### src/rtl/ir_carrier_pkg.sv
package ir_carrier_pkg;
  localparam int unsigned ADDR_W = 2;

  typedef enum logic [ADDR_W-1:0] {
    REG_COUNT  = 2'd0,
    REG_RELOAD = 2'd1,
    REG_DUTY   = 2'd2,
    REG_CTRL   = 2'd3
  } ir_reg_e;

  localparam int unsigned CTRL_RUN_BIT = 0;
  localparam int unsigned CTRL_CAR_BIT = 1;
  localparam int unsigned CTRL_W       = 2;
endpackage

### src/rtl/ir_reload_buf.sv
module ir_reload_buf #(
  parameter int unsigned WIDTH = 8
) (
  input  logic             clk_i,
  input  logic             rst_ni,
  input  logic             wr_i,
  input  logic [WIDTH-1:0] data_i,
  input  logic             wrap_i,
  output logic [WIDTH-1:0] staged_o,
  output logic [WIDTH-1:0] active_o
);
  logic [WIDTH-1:0] staged_q, active_q;

  always_ff @(posedge clk_i or negedge rst_ni) begin
    if (!rst_ni) begin
      staged_q <= '0;
      active_q <= '0;
    end else begin
      if (wr_i)   staged_q <= data_i;
      if (wrap_i) active_q <= staged_q;
    end
  end

  assign staged_o = staged_q;
  assign active_o = active_q;
endmodule

### src/rtl/ir_counter.sv
module ir_counter #(
  parameter int unsigned WIDTH = 8
) (
  input  logic             clk_i,
  input  logic             rst_ni,
  input  logic             run_i,
  input  logic             load_i,
  input  logic [WIDTH-1:0] load_val_i,
  input  logic [WIDTH-1:0] reload_i,
  output logic [WIDTH-1:0] cnt_o,
  output logic             wrap_o
);
  localparam logic [WIDTH-1:0] CNT_MAX = {WIDTH{1'b1}};

  logic [WIDTH-1:0] cnt_q, cnt_d;

  assign wrap_o = run_i && !load_i && (cnt_q == CNT_MAX);

  always_comb begin
    cnt_d = cnt_q;
    if (load_i)      cnt_d = load_val_i;
    else if (wrap_o) cnt_d = reload_i;
    else if (run_i)  cnt_d = cnt_q + 1'b1;
  end

  always_ff @(posedge clk_i or negedge rst_ni) begin
    if (!rst_ni) cnt_q <= '0;
    else         cnt_q <= cnt_d;
  end

  assign cnt_o = cnt_q;
endmodule

### src/rtl/ir_regs.sv
module ir_regs
  import ir_carrier_pkg::*;
#(
  parameter int unsigned WIDTH = 8
) (
  input  logic              clk_i,
  input  logic              rst_ni,
  input  logic              duty_wr_i,
  input  logic              ctrl_wr_i,
  input  logic [WIDTH-1:0]  data_i,
  output logic [WIDTH-1:0]  duty_o,
  output logic [CTRL_W-1:0] ctrl_o
);
  logic [WIDTH-1:0]  duty_q;
  logic [CTRL_W-1:0] ctrl_q;

  always_ff @(posedge clk_i or negedge rst_ni) begin
    if (!rst_ni) begin
      duty_q <= '0;
      ctrl_q <= '0;
    end else begin
      if (duty_wr_i) duty_q <= data_i;
      if (ctrl_wr_i) ctrl_q <= data_i[CTRL_W-1:0];
    end
  end

  assign duty_o = duty_q;
  assign ctrl_o = ctrl_q;
endmodule

### src/rtl/ir_duty_out.sv
module ir_duty_out #(
  parameter int unsigned WIDTH = 8
) (
  input  logic [WIDTH-1:0] cnt_i,
  input  logic [WIDTH-1:0] duty_i,
  input  logic             run_i,
  input  logic             car_en_i,
  output logic             carrier_o
);
  logic above_duty;

  assign above_duty = (cnt_i >= duty_i);
  assign carrier_o  = run_i && car_en_i && above_duty;
endmodule

### src/rtl/ir_carrier_gen.sv
module ir_carrier_gen
  import ir_carrier_pkg::*;
#(
  parameter int unsigned WIDTH = 8
) (
  input  logic              clk_i,
  input  logic              rst_ni,
  input  logic              wr_i,
  input  logic [ADDR_W-1:0] wr_addr_i,
  input  logic [WIDTH-1:0]  wr_data_i,
  output logic [WIDTH-1:0]  cnt_o,
  output logic [WIDTH-1:0]  reload_o,
  output logic              carrier_o
);
  localparam int unsigned NREG = 1 << ADDR_W;

  logic [NREG-1:0]   sel;
  logic [WIDTH-1:0]  staged, active, duty, cnt;
  logic [CTRL_W-1:0] ctrl;
  logic              wrap, run, car_en;

  for (genvar g = 0; g < NREG; g++) begin : g_dec
    assign sel[g] = wr_i && (wr_addr_i == ADDR_W'(g));
  end

  assign run    = ctrl[CTRL_RUN_BIT];
  assign car_en = ctrl[CTRL_CAR_BIT];

  ir_regs #(.WIDTH(WIDTH)) u_regs (
    .clk_i    (clk_i),
    .rst_ni   (rst_ni),
    .duty_wr_i(sel[REG_DUTY]),
    .ctrl_wr_i(sel[REG_CTRL]),
    .data_i   (wr_data_i),
    .duty_o   (duty),
    .ctrl_o   (ctrl)
  );

  ir_reload_buf #(.WIDTH(WIDTH)) u_reload (
    .clk_i   (clk_i),
    .rst_ni  (rst_ni),
    .wr_i    (sel[REG_RELOAD]),
    .data_i  (wr_data_i),
    .wrap_i  (wrap),
    .staged_o(staged),
    .active_o(active)
  );

  // the counter restarts from the value being promoted at this wrap
  ir_counter #(.WIDTH(WIDTH)) u_cnt (
    .clk_i     (clk_i),
    .rst_ni    (rst_ni),
    .run_i     (run),
    .load_i    (sel[REG_COUNT]),
    .load_val_i(wr_data_i),
    .reload_i  (staged),
    .cnt_o     (cnt),
    .wrap_o    (wrap)
  );

  ir_duty_out #(.WIDTH(WIDTH)) u_out (
    .cnt_i    (cnt),
    .duty_i   (duty),
    .run_i    (run),
    .car_en_i (car_en),
    .carrier_o(carrier_o)
  );

  assign cnt_o    = cnt;
  assign reload_o = active;
endmodule

### config.mk
export PLATFORM = sky130hd
export DESIGN_NAME = ir_carrier_gen
export DESIGN_NICKNAME = d
export VERILOG_FILES = /design/src/rtl/ir_carrier_pkg.sv /design/src/rtl/ir_reload_buf.sv /design/src/rtl/ir_counter.sv /design/src/rtl/ir_regs.sv /design/src/rtl/ir_duty_out.sv /design/src/rtl/ir_carrier_gen.sv
export SDC_FILE = /design/constraint.sdc
export NUM_CORES = 1
export LEC_CHECK = 0
export ABC_AREA = 1
export BUFFER_PORTS_ARGS = -buffer_cell sky130_fd_sc_hd__buf_4
export CAP_MARGIN = 20
export CORE_MARGIN = 2
export CORE_UTILIZATION = 55
export CTS_CLUSTER_DIAMETER = 30
export DETAILED_ROUTE_END_ITERATION = 7
export PLACE_DENSITY = 0.84
export SLEW_MARGIN = 25
export SYNTH_ARGS = -nofsm -noshare
export SYNTH_HDL_FRONTEND = slang
export SYNTH_SLANG_ARGS = --single-unit
### constraint.sdc
create_clock -name clk_i -period 1.9 [get_ports clk_i]
set_input_delay 0.38 -clock clk_i [delete_from_list [all_inputs] [get_ports clk_i]]
set_output_delay 0.38 -clock clk_i [all_outputs]
set_load 0.005 [all_outputs]
; Word-level counts from Yosys, hierarchy flattened
; Index checks and enable logic that the tools add are counted.
[op_classes]
n_lt_le_gt_ge = 1
mux = 3
eq_ne = 4
addsub = 1
n_reduce_logical = 11
[op_table]
columns = cell, n
row1 = two-way mux 8 bit, 3
row2 = "adder 8 x 1 -> 8 bit, second input constant", 1
row3 = "equality test 8 bit, second input constant", 1
row4 = >= comparator 8 bit, 1
row5 = logical AND 1 bit, 8
row6 = "equality test 2 bit, second input constant", 2
row7 = nonzero test 3 bit, 1
row8 = "equality test 2 x 1 -> 1 bit, second input constant", 1
row9 = logical NOT 2 bit, 1
row10 = logical NOT 1 bit, 1
[totals]
wordCells = 25
ff_bits = 34
in_bits = 13
out_inout_bits = 17

; Longest topological paths before layout
[depth]
word_depth = 7
ltp_mapped = 11

; Cells and area by module
; A second synthesis with hierarchy kept.
[unflattened]
hier_cells = 244
hier_area_um2 = 1883.1
[by_module_without_submodules]
columns = module, instances, cells_each, area_per_inst_um2, seq_area_each_um2
row1 = ir_counter, 1, 86, 630.6, 200.2
row2 = ir_reload_buf, 1, 68, 610.6, 400.4
row3 = ir_regs, 1, 43, 381.6, 250.2
row4 = ir_duty_out, 1, 39, 230.2, 0.0
row5 = ir_carrier_gen, 1, 8, 30.0, 0.0

; Least setup slack after synthesis
; Ideal clock, no wire load.
[synth_timing]
path_type = register to output
from = register u_cnt.cnt_q[7], in the netlist u_cnt.cnt_o[7]
to = output port carrier_o
arrival_ns = 1.145
stages_incl_launch_ff = 8
path_slack_ns = 0.375
cell_sequence = dfrtp_1 -> ha_1 -> nand2_1 -> nor2_1 -> nand4_1 -> nand3_1 -> nand2_1 -> inv_1
[synth_between]
elab_chain_len = 2
[synth_lines]
columns = item, line_no
row1 = "start, declared", ir_counter.sv:15  ; logic [WIDTH-1:0] cnt_q, cnt_d;
row2 = "start signal, assigned", ir_counter.sv:28  ; else cnt_q <= cnt_d;
row3 = >= comparator 8 bit, ir_duty_out.sv:12  ; assign above_duty = (cnt_i >= duty_i);
row4 = logical AND 1 bit, ir_duty_out.sv:13  ; assign carrier_o = run_i && car_en_i && above_duty;
row5 = "end, declared", ir_carrier_gen.sv:13  ; output logic carrier_o
; Every way passes these cells.

; Worst setup path after layout
[layout_timing]
from = register u_regs.duty_q[3], in the netlist u_regs.duty_o[3]
to = output port carrier_o
[layout_between]
elab_chain_len = 2
[layout_lines]
columns = item, line_no
row1 = "start, declared", ir_regs.sv:14  ; logic [WIDTH-1:0] duty_q;
row2 = "start signal, assigned", ir_regs.sv:22  ; if (duty_wr_i) duty_q <= data_i;
row3 = >= comparator 8 bit, ir_duty_out.sv:12
row4 = logical AND 1 bit, ir_duty_out.sv:13
; Every way passes these cells.

==> flow_metrics.env <==
export IMPL_cp_slowest_cell="dfrtp_1"
export IMPL_path_cells="inv_1 > ha_1 > a21oi_1 > nand2_1 > nand2_1 > nand3_1 > nand2_1 > inv_1 > buf_4"
export IMPL_finalInstanceArea_sq_um=2241
export IMPL_vias=1584
export IMPL_clock_sinks=34
export IMPL_finalWirelength_mm=3.946
export IMPL_grt_util_all_layers_pct=25.03
export IMPL_leakagePower_nw=1.252
export IMPL_grt_max_degree=35
export IMPL_power_share_clock_pct=17.2
export IMPL_comb_power_share_pct=43.2
export IMPL_setup_viol=1
export IMPL_ys_ff_latch=34
export IMPL_gp_congestion=0.9078
export IMPL_setup_slack_ps=-78.20
export IMPL_syn_area_sq_um=1765
export IMPL_cts_buffers=5
export IMPL_drive_above_1_share_pct=23.05
export IMPL_seq_area_frac_synth_pct=48.19
export IMPL_violations="negative setup slack"
export IMPL_initial_core_util_pct=57.83
export IMPL_critical_path_max_fanout=2
export IMPL_rsz0062_at_grt="true"
export IMPL_ios=30
export IMPL_p_switching_mw=0.8572
export IMPL_finalCriticalPeriod_ps=1978
export IMPL_max_freq_mhz=505.5
export IMPL_drv_slew=0
export IMPL_intPower_mw=1.539
export IMPL_hold_ws_ps=316.6
export IMPL_swShare_pct=35.78
export IMPL_synth_cells=221
export IMPL_synthAdderAreaFrac_pct=6.378
export IMPL_nets=290
export IMPL_synth_nets=243
export IMPL_dr_pass1_iters=5
export IMPL_cts_root_buf="clkbuf_4"
export IMPL_grt_pass1_vias=1484
export IMPL_peakVddDrop_uv=491.9
export IMPL_synth_xor_area_share_pct=0.9922
export IMPL_cp_start_kind="flop"
export IMPL_grt_antenna_before_repair=0
export IMPL_die_y_um=60.66
export IMPL_antenna_cells=0
export IMPL_critPathCaptureType="primary output"
export IMPL_synthMuxAreaShare_pct=0
export IMPL_powerDensity_nw_per_um2=1069
export IMPL_synth_top_family_by_area="simple AND/OR/NAND/NOR gates"
export IMPL_fp_dieW_um=60.66
export IMPL_grt_pass1_wl_mm=6.617
export IMPL_worstPathRequired_ps=1520
export IMPL_cts_tree="built"
export IMPL_synth_compound_area_share_pct=9.497
export IMPL_post_place_ws_ps=177.4
export IMPL_worstMarginPinSlew_ps=494.2
export IMPL_overflow=0
export IMPL_post_drt_wl_per_cell_um=12.61
export IMPL_drv_cap=0
export IMPL_syn_avg_cell_area_sq_um=7.988
export IMPL_synth_simple_area_share_pct=25.80
export IMPL_ys_warn_count=0
export IMPL_drt_iter0_drc=58
export IMPL_syn2layout_area_growth_pct=26.93
export IMPL_insertion_delay_ps=340
export IMPL_cpPeakStageDelay_ps=350
export IMPL_die_area_sq_um=3679
export IMPL_crit_path_frequent_cell="nand2_1"
export IMPL_relSlewSlack_pct=66.96
export IMPL_coreArea_sq_um=3053
export IMPL_clk_path_buf_depth=2
export IMPL_critical_path_class="flop to primary output"
export IMPL_hold_viol_final=0
export IMPL_clk_pin_slew_worst_paths_ps=100
export IMPL_dp_hpwl_mm=2.802
export IMPL_io_buffers=29
export IMPL_fin_worst_skew_ps=7.485
export IMPL_postRouteAntennaNets=0
export IMPL_drc=0
export IMPL_fin_crit_sh_pct=104.1
export IMPL_postPlaceCellArea_sq_um=2054
export IMPL_hold_path_class="input pin to flop"
export IMPL_setup_tns_final_ps=-78.20
export IMPL_seqPwrFrac_pct=39.6
export IMPL_row_count=20
export IMPL_dp_cells=296
export IMPL_htree_num_levels=2
export IMPL_status="finished, violations left"
export IMPL_vias_per_cell=5.061
export IMPL_worstPathArrival_ps=1600
export IMPL_instances_no_fill=313
export IMPL_synth_distinct_cells=21
-- cell type report --
type / count / area (sq um)
clock buffer: 7 / 55.05
clock inverter: 1 / 5.005
fill: 269 / 812.0
inverter: 36 / 140.1
multi-input combinational: 148 / 809.5
sequential: 34 / 850.8
tap: 44 / 55.05
timing repair buffer: 43 / 325.3
-- logic make-up after synthesis --
logic type / count (synthesis)
AO/OA/AOI/OAI: 31
XOR/XNOR: 2
adder cells (fa/ha/maj): 9
buffers and inverters: 39
flip-flops: 34
AND/OR/NAND/NOR: 106
-- worst paths after layout --
check                                          start              endpoint  slack [ps]  cells past startpoint
min in group asynchronous                     rst_ni  u_reload.staged_o[1]         510                      2
worst min register to register  u_reload.active_o[1]  u_reload.active_o[1]         480                      2
worst max register to register        u_cnt.cnt_o[1]        u_cnt.cnt_o[6]         290                      8
worst min-delay path                    wr_data_i[4]        u_cnt.cnt_o[4]         320                      3
worst max-delay path                u_regs.duty_o[3]             carrier_o         -80                      9
max in group asynchronous                     rst_ni        u_cnt.cnt_o[7]        1090                      2
-- placed cells by master, fill, tap and decap left out, drive strengths merged, types with 2 or more instances in the layout --
cell type | Yosys | layout
a21oi | 4 | 4
buf | 3 | 42
clkbuf | 0 | 7
clkinv | 1 | 2
dfrtp | 34 | 34
ha | 9 | 9
inv | 35 | 35
nand2 | 73 | 73
nand3 | 16 | 16
nand3b | 3 | 3
nand4 | 2 | 2
nor2 | 11 | 11
o21ai | 21 | 21
o22ai | 5 | 5
xor2 | 2 | 2
-- registers in the layout, indices dropped and copies added (netlist names) --
| register | flops |
|---|---|
| u_cnt.cnt_o | 8 |
| u_regs.ctrl_o | 2 |
| u_regs.duty_o | 8 |
| u_reload.active_o | 8 |
| u_reload.staged_o | 8 |
-- worst max-delay path, delay by kind of cell, from the launching register on --
family / cells / cell delay, ps
adders and majority gates: 1 / 300
AOI/OAI and AO/OA: 1 / 160
and+or+nand+nor: 4 / 260
DFF: 1 / 350
buffers and inverters: 3 / 190
-- per-stage QoR --
| step | util, % | power (mW) |
|---|---|---|
| after floorplan | - | 1.449 |
| after global placement | 67.30 | 1.776 |
| after detailed placement | 67.30 | 1.803 |
| after CTS | 72.17 | 2.333 |
| after global routing | 73.40 | 2.587 |
| final | 73.40 | 2.396 |
-- Yosys cell counts --
cell	count	area (sq um)
buf_2	2	10.01
nand4_1	2	12.51
clkinv_4	1	8.760
nor3b_1	1	7.510
buf_6	1	11.26
nand3_1	16	80.08
a21oi_2	1	8.760
nor2_4	1	11.26
nand2_1	72	270.3
a21o_1	1	7.510
nor2_2	1	6.260
ha_1	9	112.6
a21oi_1	3	15.01
dfrtp_1	34	850.8
inv_1	35	131.4
xor2_1	2	17.52
o21ai_0	21	105.1
o22ai_1	5	31.28
nand2_4	1	11.26
nand3b_1	3	22.52
nor2_1	9	33.78
-- power by group through the flow --
| stage | Combinational [mW] | Sequential [mW] | Clock [mW] |
|---|---|---|---|
| detailed placement | 0.839 | 0.965 | 0 |
| global route | 1.17 | 0.965 | 0.454 |
| CTS | 0.969 | 0.938 | 0.427 |
| global placement | 0.815 | 0.961 | 0 |
| finish | 1.03 | 0.948 | 0.413 |
| floorplan | 0.465 | 0.984 | 0 |
-- repair_timing --
| action | in CTS | in global routing |
|---|---|---|
| resized for setup | 5 | 5 |
| hold endpoints to repair | 34 | 0 |
| pin swaps | 7 | 1 |
| endpoints found under the setup margin | 1 | 1 |
| hold buffers | 1 | 0 |
| setup buffers | 6 | 2 |
-- routing by layer --
layer	vias to the layer above	part of all wire (%)	track usage [%]
met4	0	1.5	10.25
met2	43	47	39.78
met5	-	0	0
li1	797	-	-
met3	6	5.4	4.478
met1	738	46	34.12
Note: power is estimated with default switching activity, not from simulation.
